`src/rtl/wdog_pkg.sv`:
```
package wdog_pkg;
  localparam int DATA_W = 32;
  localparam int ADDR_W = 12;
  localparam logic [ADDR_W-1:0] OFS_LOAD  = 12'h000;
  localparam logic [ADDR_W-1:0] OFS_VALUE = 12'h004;
  localparam logic [ADDR_W-1:0] OFS_CTRL  = 12'h008;
  localparam logic [ADDR_W-1:0] OFS_CLEAR = 12'h00C;
  localparam logic [ADDR_W-1:0] OFS_RAW   = 12'h010;
  localparam logic [ADDR_W-1:0] OFS_MASK  = 12'h014;
  localparam logic [ADDR_W-1:0] OFS_KEY   = 12'hC00;
  localparam logic [DATA_W-1:0] OPEN_KEY  = 32'h1ACCE551;
endpackage

```
`src/rtl/wdog_access.sv`:
```
module wdog_access
  import wdog_pkg::*;
#(
  parameter int CNT_W = 32
) (
  input  logic              clk,
  input  logic              rst,
  input  logic [ADDR_W-1:0] bus_addr,
  input  logic              bus_we,
  input  logic [DATA_W-1:0] bus_wdata,
  input  logic [CNT_W-1:0]  load_q,
  input  logic [CNT_W-1:0]  cnt_q,
  input  logic              run_q,
  input  logic              rsten_q,
  input  logic              flag_q,
  output logic              wr_load,
  output logic              wr_ctrl,
  output logic              wr_clear,
  output logic              locked_q,
  output logic [DATA_W-1:0] rdata_q
);
  logic open_w;

  assign open_w   = ~locked_q;
  assign wr_load  = bus_we && open_w && (bus_addr == OFS_LOAD);
  assign wr_ctrl  = bus_we && open_w && (bus_addr == OFS_CTRL);
  assign wr_clear = bus_we && open_w && (bus_addr == OFS_CLEAR);

  // key register: always writable
  always_ff @(posedge clk) begin
    if (rst) begin
      locked_q <= 1'b0;
    end else if (bus_we && (bus_addr == OFS_KEY)) begin
      locked_q <= (bus_wdata != OPEN_KEY);
    end
  end

  logic [DATA_W-1:0] rd_mux;
  always_comb begin
    rd_mux = '0;
    case (bus_addr)
      OFS_LOAD:  rd_mux = DATA_W'(load_q);
      OFS_VALUE: rd_mux = DATA_W'(cnt_q);
      OFS_CTRL:  rd_mux = DATA_W'({rsten_q, run_q});
      OFS_RAW:   rd_mux = DATA_W'(flag_q);
      OFS_MASK:  rd_mux = DATA_W'(flag_q & run_q);
      OFS_KEY:   rd_mux = DATA_W'(locked_q);
      default:   rd_mux = '0;
    endcase
  end

  always_ff @(posedge clk) begin
    if (rst) rdata_q <= '0;
    else     rdata_q <= rd_mux;
  end
endmodule

```
`src/rtl/wdog_core.sv`:
```
module wdog_core
  import wdog_pkg::*;
#(
  parameter int CNT_W = 32
) (
  input  logic              clk,
  input  logic              rst,
  input  logic              wr_load,
  input  logic              wr_ctrl,
  input  logic              wr_clear,
  input  logic [DATA_W-1:0] wdata,
  output logic [CNT_W-1:0]  load_q,
  output logic [CNT_W-1:0]  cnt_q,
  output logic              run_q,
  output logic              rsten_q,
  output logic              flag_q,
  output logic              rreq_q
);
  localparam logic [CNT_W-1:0] CNT_ONES = '1;
  logic at_zero;

  assign at_zero = (cnt_q == '0);

  always_ff @(posedge clk) begin
    if (rst) begin
      load_q  <= CNT_ONES;
      cnt_q   <= CNT_ONES;
      run_q   <= 1'b0;
      rsten_q <= 1'b0;
      flag_q  <= 1'b0;
      rreq_q  <= 1'b0;
    end else begin
      if (wr_ctrl) begin
        run_q   <= wdata[0];
        rsten_q <= wdata[1];
      end
      if (wr_load) begin
        load_q <= wdata[CNT_W-1:0];
        cnt_q  <= wdata[CNT_W-1:0];
      end else if (wr_clear) begin
        cnt_q  <= load_q;
        flag_q <= 1'b0;
      end else if (wr_ctrl && wdata[0] && !run_q) begin
        cnt_q <= load_q;
      end else if (run_q) begin
        if (at_zero) begin
          cnt_q <= load_q;
          if (!flag_q)      flag_q <= 1'b1;
          else if (rsten_q) rreq_q <= 1'b1;
        end else begin
          cnt_q <= cnt_q - 1'b1;
        end
      end
    end
  end
endmodule

```
`src/rtl/twostage_wdog.sv`:
```
module twostage_wdog
  import wdog_pkg::*;
#(
  parameter int CNT_W = 32
) (
  input  logic        clk,
  input  logic        rst,
  input  logic [11:0] bus_addr,
  input  logic        bus_we,
  input  logic [31:0] bus_wdata,
  output logic [31:0] bus_rdata,
  output logic        irq_o,
  output logic        rst_req_o
);
  logic             wr_load, wr_ctrl, wr_clear, locked_q;
  logic [CNT_W-1:0] load_q, cnt_q;
  logic             run_q, rsten_q, flag_q, rreq_q;

  wdog_access #(.CNT_W(CNT_W)) u_access (
    .clk(clk), .rst(rst), .bus_addr(bus_addr), .bus_we(bus_we),
    .bus_wdata(bus_wdata), .load_q(load_q), .cnt_q(cnt_q), .run_q(run_q),
    .rsten_q(rsten_q), .flag_q(flag_q), .wr_load(wr_load),
    .wr_ctrl(wr_ctrl), .wr_clear(wr_clear), .locked_q(locked_q),
    .rdata_q(bus_rdata)
  );

  wdog_core #(.CNT_W(CNT_W)) u_core (
    .clk(clk), .rst(rst), .wr_load(wr_load), .wr_ctrl(wr_ctrl),
    .wr_clear(wr_clear), .wdata(bus_wdata), .load_q(load_q),
    .cnt_q(cnt_q), .run_q(run_q), .rsten_q(rsten_q), .flag_q(flag_q),
    .rreq_q(rreq_q)
  );

  assign irq_o     = flag_q & run_q;
  assign rst_req_o = rreq_q;
endmodule

```
`config.mk`:
```
export PLATFORM = sky130hd
export DESIGN_NAME = twostage_wdog
export DESIGN_NICKNAME = d
export VERILOG_FILES = /design/src/rtl/wdog_pkg.sv /design/src/rtl/wdog_access.sv /design/src/rtl/wdog_core.sv /design/src/rtl/twostage_wdog.sv
export SDC_FILE = /design/constraint.sdc
export NUM_CORES = 1
export LEC_CHECK = 0
export BUFFER_PORTS_ARGS = -buffer_cell sky130_fd_sc_hd__clkbuf_2
export CAP_MARGIN = 30
export CORE_UTILIZATION = 40
export DETAILED_ROUTE_END_ITERATION = 10
export PLACE_DENSITY_LB_ADDON = 0.3
export SLEW_MARGIN = 20
export SYNTH_ARGS = -nofsm -noshare
export SYNTH_HDL_FRONTEND = slang
export SYNTH_SLANG_ARGS = --single-unit
export TNS_END_PERCENT = 10
```
`constraint.sdc`:
```
create_clock -name clk -period 2.95 [get_ports clk]
set_clock_uncertainty 0.15 [all_clocks]
set_input_delay 0.59 -clock clk [delete_from_list [all_inputs] [get_ports clk]]
set_output_delay 0.59 -clock clk [all_outputs]
set_load 0.05 [all_outputs]
```
Yosys cells after proc, flatten, opt, wreduce, memory -nomap -nowiden
Index checks and enable logic that the tools add are counted.
{"block": "totals", "ff_bits": 101, "word_cells": 48, "out_inout_bits": 34}
{"block": "op_classes", "add_sub_neg": 1, "n_bitwise": 6, "n_eq_ne": 8, "n_mux": 10, "n_reduce_logical": 15}
{"op": "$pmux W32 S6", "count": 1}
{"op": "$mux W32", "count": 5}
{"op": "$logic_not A32 Y1", "count": 1}
{"op": "$ne A32 B29 Y1 const B", "count": 1}
{"op": "$sub A32 B1 Y32 const B", "count": 1}
{"op": "$eq A12 B4 Y1 const B", "count": 2}
{"op": "$eq A12 B5 Y1 const B", "count": 2}
{"op": "$eq A12 B12 Y1 const B", "count": 1}
{"op": "$eq A12 B3 Y1 const B", "count": 1}
{"op": "$logic_not A12 Y1", "count": 1}
{"op": "$logic_and A1 B1 Y1", "count": 7}
{"op": "$reduce_and A7 Y1", "count": 1}
{"op": "$mux W1", "count": 4}
{"op": "$not A1 Y1", "count": 4}
{"op": "$reduce_and A4 Y1", "count": 1}
{"op": "$reduce_bool A2 Y1", "count": 2}
{"op": "$reduce_bool A4 Y1", "count": 1}
{"op": "$and A1 B1 Y1", "count": 2}
{"op": "$ne A2 B2 Y1 const B", "count": 1}
{"op": "$logic_not A1 Y1", "count": 1}

Logic depth before layout (Yosys ltp)
{"block": "logic_depth", "ltp_word": 8, "mapped_depth": 11}

Modules after synthesis
A second synthesis with hierarchy kept.
{"block": "unflattened", "cells_unflattened": 609, "area_unflattened_um2": 5198.7}
{"module": "wdog_core", "area_each_um2": 3783.6, "instances": 1, "cells_each": 465}
{"module": "wdog_access", "area_each_um2": 1408.9, "instances": 1, "cells_each": 143}
{"module": "twostage_wdog", "area_each_um2": 6.3, "instances": 1, "cells_each": 1}

Least setup slack after synthesis
No wires, ideal clock.
{"block": "synth_timing", "path_type": "input to register", "from": "input bus_addr[9]", "to": "register u_core.cnt_q[25]", "setup_ps": 122, "slack_ps": 118, "t_arrival_ps": 2560, "path_stages": 7, "path_cell_list": "nor4_1 > nand3_1 > or3_1 > clkbuf_1 > nand3_1 > o21ai_0 > a221o_1"}
{"block": "synth_via", "elab_chain_len": 7, "word_cells_on_any_way": 12, "cone_classes": "2 x eq/ne; 3 x mux; 7 x reduce/logical"}
{"item": "from (decl)", "line_no": "twostage_wdog.sv:8", "rtl": "input logic [11:0] bus_addr,"}
{"item": "$eq A12 B4 Y1", "line_no": "wdog_access.sv:26", "rtl": "assign wr_ctrl = bus_we && open_w && (bus_addr == OFS_CTRL);"}
{"item": "$logic_and A1 B1 Y1", "line_no": "wdog_access.sv:26"}
{"item": "$logic_and A1 B1 Y1 (2 in a row)", "line_no": "wdog_core.sv:43", "rtl": "end else if (wr_ctrl && wdata[0] && !run_q) begin"}
{"item": "$mux W32", "line_no": "wdog_core.sv:43"}
{"item": "$mux W32", "line_no": "wdog_core.sv:40", "rtl": "end else if (wr_clear) begin"}
{"item": "$mux W32", "line_no": "wdog_core.sv:37", "rtl": "if (wr_load) begin"}
{"item": "to (signal assigned)", "line_no": "wdog_core.sv:39", "rtl": "cnt_q <= wdata[CNT_W-1:0];"}
{"item": "to (signal assigned)", "line_no": "wdog_core.sv:41", "rtl": "cnt_q <= load_q;"}
{"item": "to (signal assigned)", "line_no": "wdog_core.sv:44", "rtl": "cnt_q <= load_q;"}
{"item": "to (decl)", "line_no": "wdog_core.sv:13", "rtl": "output logic [CNT_W-1:0] cnt_q,"}
Several ways; a longest one is shown, not always the timed one.
A chain may end at the register's enable or synchronous reset.

Final worst setup path
{"block": "layout_timing", "from": "register u_core.cnt_q[9]", "to": "register u_core.cnt_q[6]"}
{"block": "layout_via", "elab_chain_len": 6}
{"item": "$logic_not A32 Y1", "line_no": "wdog_core.sv:22", "rtl": "assign at_zero = (cnt_q == '0);"}
{"item": "$mux W32", "line_no": "wdog_core.sv:46", "rtl": "if (at_zero) begin"}
{"item": "$mux W32", "line_no": "wdog_core.sv:45", "rtl": "end else if (run_q) begin"}
{"item": "$mux W32", "line_no": "wdog_core.sv:43"}
{"item": "$mux W32", "line_no": "wdog_core.sv:40"}
{"item": "$mux W32", "line_no": "wdog_core.sv:37"}
No other way between the ends. The select of a mux whose other input is x is not followed.

==> results.md <==
- Sequential share of power: 0.487
- Min-Delay Path Depth: 2
- Number of global-route vias before repair: 5,147
- Crit start category: flip-flop
- Initial core utilization: 0.415
- Slew Limit Headroom: 0.400
- Vias after detailed routing: 5,426
- P_sw: 0.597 mW
- Cell internal pwr: 2.20 mW
- Final Max Slew Viols: 0
- Remaining antenna violation count: 0
- Area leader, netlist: dfxtp_1
- Seq/Total Area, Yosys: 0.401
- Arr. time, crit path: approximately 2.8 ns
- Switching Share: 0.213
- CTS Buffer Depth: 2
- Drt initial violations: around 510
- CP Cell Sequence: or4_1 -> nor4b_4 -> and3_1 -> nor2_1 -> mux2i_1 -> o311ai_0
- Crit end category: flip-flop
- RR Endpoint: u_core.cnt_q[6]$_SDFFE_PP1P_
- Sum of negative setup slack: 0 ns
- Share of layout cells above drive strength 1: 0.213
- Pin count of the biggest net entering global routing: 33
- Pwr per Cell Area: between 400 and 500 nW/um^2
- Crit path max-delay family: simple AND/OR/NAND/NOR gates
- Top_reg_cell synth: dfxtp_1
- Worst setup path category: reg2reg
- Cts repair resizes: 0
- CTS tree: built
- Syn_nets: 692
- Setup violations, final: 0
- # IOs: 81
- Worst Hold End: u_core.load_q[27]$_SDFFE_PP1P_
- Hold Fails Final Rpt: 0
- Tot Pwr: around 2.8 mW
- Final Hold Slack: 0.313 ns
- Number of synthesized register bits: 101
- Remaining DRCs: 0
- Root Driver: clkbuf_16
- Post-CTS Setup Bufs: 0
- Total Wirelength: 16,100 microns
- Critical path buffers and inverters: 0
- DP HPWL: 11,400 microns
- Slowest-stage cell, CP: or4_1
- Netlist cell types: 63
- Min Tclk post-route: 2.69 ns
- First-pass GRT wire length: 26,300 microns
- GRT Total Usage: 0.255
- Port buffer count: 80
- DIE AREA: 13,100 sq um
- Hold Crit Start: u_core.load_q[27]$_SDFFE_PP1P_
- Initial antenna violation count: 0
- CTS Hold Bufs: 0
- Fmax: 372 MHz
- Nets@finish: 780
- Standard-cell rows: 40
- P_leak: 2.48 nW
- Clock share of power: 0.474
- Number of flops mapped to enable cells by yosys: 0
- Largest family of logic cells by synthesized area: simple AND/OR/NAND/NOR gates
- Worst path required time: around 3.1 ns
- Mean Syn Cell Area: 7.85 sq um
- Worst path max stage delay: 0.59 ns
- FF-to-FF setup slack: around 0.26 ns
- Num Clock Sinks: 101
- Final GP Congestion: roughly 0.93
- Yosys warnings: 0
- Drt pass-1 iters: 5
- Clock Latency Late Sink: around 0.35 ns
- Gate power share: 0.038
- Post-synthesis adder-cell area fraction: 0.00496
- Ranking of synthesized cells by area: dfxtp_1 (40%), nand2_1 (7.0%), a21oi_1 (6.2%)
- Worst-path maximum fanout: 8
- Drt via density: 6.00
- Worst r2r path cells: 6
- Cts bufs inserted: 9
- Mapped Area: between 5000 and 6000 sq um
- VDD IR max: 0.000297 V
- Cell count along the critical path: 6
- Routed length per instance: 17.8 microns
- Post-synthesis xor/xnor area fraction: 0.0121
- Post-synth ARST share: 0
- Yosys top cell area share: 0.401
- Clock-pin slew on the worst setup and hold paths: 0.07 ns
- RSZ-0062 raised after global routing: no
- Simple-gate share of the synthesized area: 0.295
- Synth Instances: 643
- Slew at the pin closest to its max-slew limit: 0.897 ns
- Outcome: finished clean
- # diodes: 0
- Synth Area in Compound Gates: 0.224
- Worst r2r src: u_core.cnt_q[9]$_SDFFE_PP1P_
- Die extent in y: 114 microns
- Chip width: around 110 microns
- Max Cap Viol: 0
- Remaining Overflow, GRT: 0
- CTS H-tree lvls: 3
- CORE AREA: 12,200 sq um
- Tcrit/Tclk final: 0.911
- Area Growth Syn to Fin: 22.3%
- Hold Path Class: reg2reg
- Multiplexer area fraction after synthesis: 0.0151
## layout make-up
type,instances,area (sq um)
fill,1211,5990
multi-input combinational,484,2800
sequential,101,2020
timing repair buffer,127,778
clock buffer,12,256
tap,168,210
clock inverter,4,77.6
inverter,8,30.0
## layer usage
metal	GRT usage	wire, microns	vias to the layer above
met4	0.119	536	0
met3	0.0466	1400	59
met2	0.402	7290	283
met5	0	0	-
met1	0.339	6830	2533
li1	-	-	2551
## worst register-to-register path, delay by kind of cell (launching register included)
kind / cells / cell delay (ns)
simple gates: 4 / 1.55
flops: 1 / 0.39
compound gates: 1 / 0.31
mux: 1 / 0.18
## placed cells by master (no fill, tap or decap), types with 5 or more instances in the layout
cell / n
nor3_1: 31
and3_1: 7
nor2_1: 58
a21oi_1: 63
nor4_1: 22
inv_1: 8
a31oi_1: 10
o21ai_0: 13
mux2i_1: 5
or4_1: 7
a22oi_1: 23
o31ai_1: 9
a221o_1: 6
nand2_1: 94
nand4_1: 17
o211ai_1: 7
a211oi_1: 6
nand3_1: 18
buf_4: 45
clkbuf_16: 9
dfxtp_1: 101
and2_1: 5
clkbuf_2: 80
nand3b_1: 7
## per-stage QoR
step | setup WS (ns) | area [sq um] | util | cells
after floorplan | 0.118 | 5050 | - | 643
after global placement | 0.227 | 5840 | 0.480 | 888
after detailed placement | 0.110 | 5840 | 0.480 | 888
after CTS | 0.291 | 6170 | 0.508 | 904
after global routing | 0.0869 | 6170 | 0.508 | 904
final | 0.262 | 6170 | 0.508 | 904
## state kept, by name, indices dropped and copies added, names as in the netlist
register           count
u_core.run_q           1
u_core.rsten_q         1
u_access.locked_q      1
u_core.cnt_q          32
u_core.rreq_q          1
u_core.load_q         32
u_access.rdata_q      32
u_core.flag_q          1
## worst max-delay path by stage
stage,slack (ns),endpoint,from
6_report,0.26,u_core.cnt_q[6]$_SDFFE_PP1P_,u_core.cnt_q[9]$_SDFFE_PP1P_
5_1_grt,0.09,u_core.cnt_q[6]$_SDFFE_PP1P_,u_core.cnt_q[11]$_SDFFE_PP1P_
4_1_cts,0.29,u_core.cnt_q[6]$_SDFFE_PP1P_,u_core.cnt_q[9]$_SDFFE_PP1P_
3_5_place_dp,0.11,u_core.cnt_q[26]$_SDFFE_PP1P_,bus_addr[2]
3_3_place_gp,0.23,u_core.cnt_q[20]$_SDFFE_PP1P_,bus_addr[9]
2_1_floorplan,0.12,u_core.cnt_q[25]$_SDFFE_PP1P_,bus_addr[9]
## logic make-up (layout without fill, tap and decap cells)
family / count (synthesis) / count (layout)
flops: 101 / 101
simple gates: 297 / 297
compound gates: 171 / 171
buf+inv: 58 / 151
xor+xnor: 7 / 7
fa+ha+maj: 2 / 2
mux: 7 / 7
## Yosys cell counts, drive strengths merged, types with 5 or more instances
cell    instances
a211oi          7
a21oi          63
a221o           6
a22oi          23
a31oi          10
and2            6
and3            7
buf            11
clkbuf         39
dfxtp         101
inv             8
mux2i           5
nand2          94
nand3          18
nand3b          7
nand4          17
nor2           60
nor3           32
nor4           23
o211ai          7
o21ai          14
o21bai          5
o31ai           9
or4             8
## power groups by stage
stage                     Combinational (mW)  Clock [mW]  Sequential, mW
after floorplan                       0.0444           0            1.40
after global placement                 0.105           0            1.40
after detailed placement               0.106           0            1.40
after CTS                              0.106        1.34            1.36
after global routing                   0.118        1.39            1.36
final                                  0.107        1.33            1.36
No activity file was read; power rests on OpenSTA's default activity.
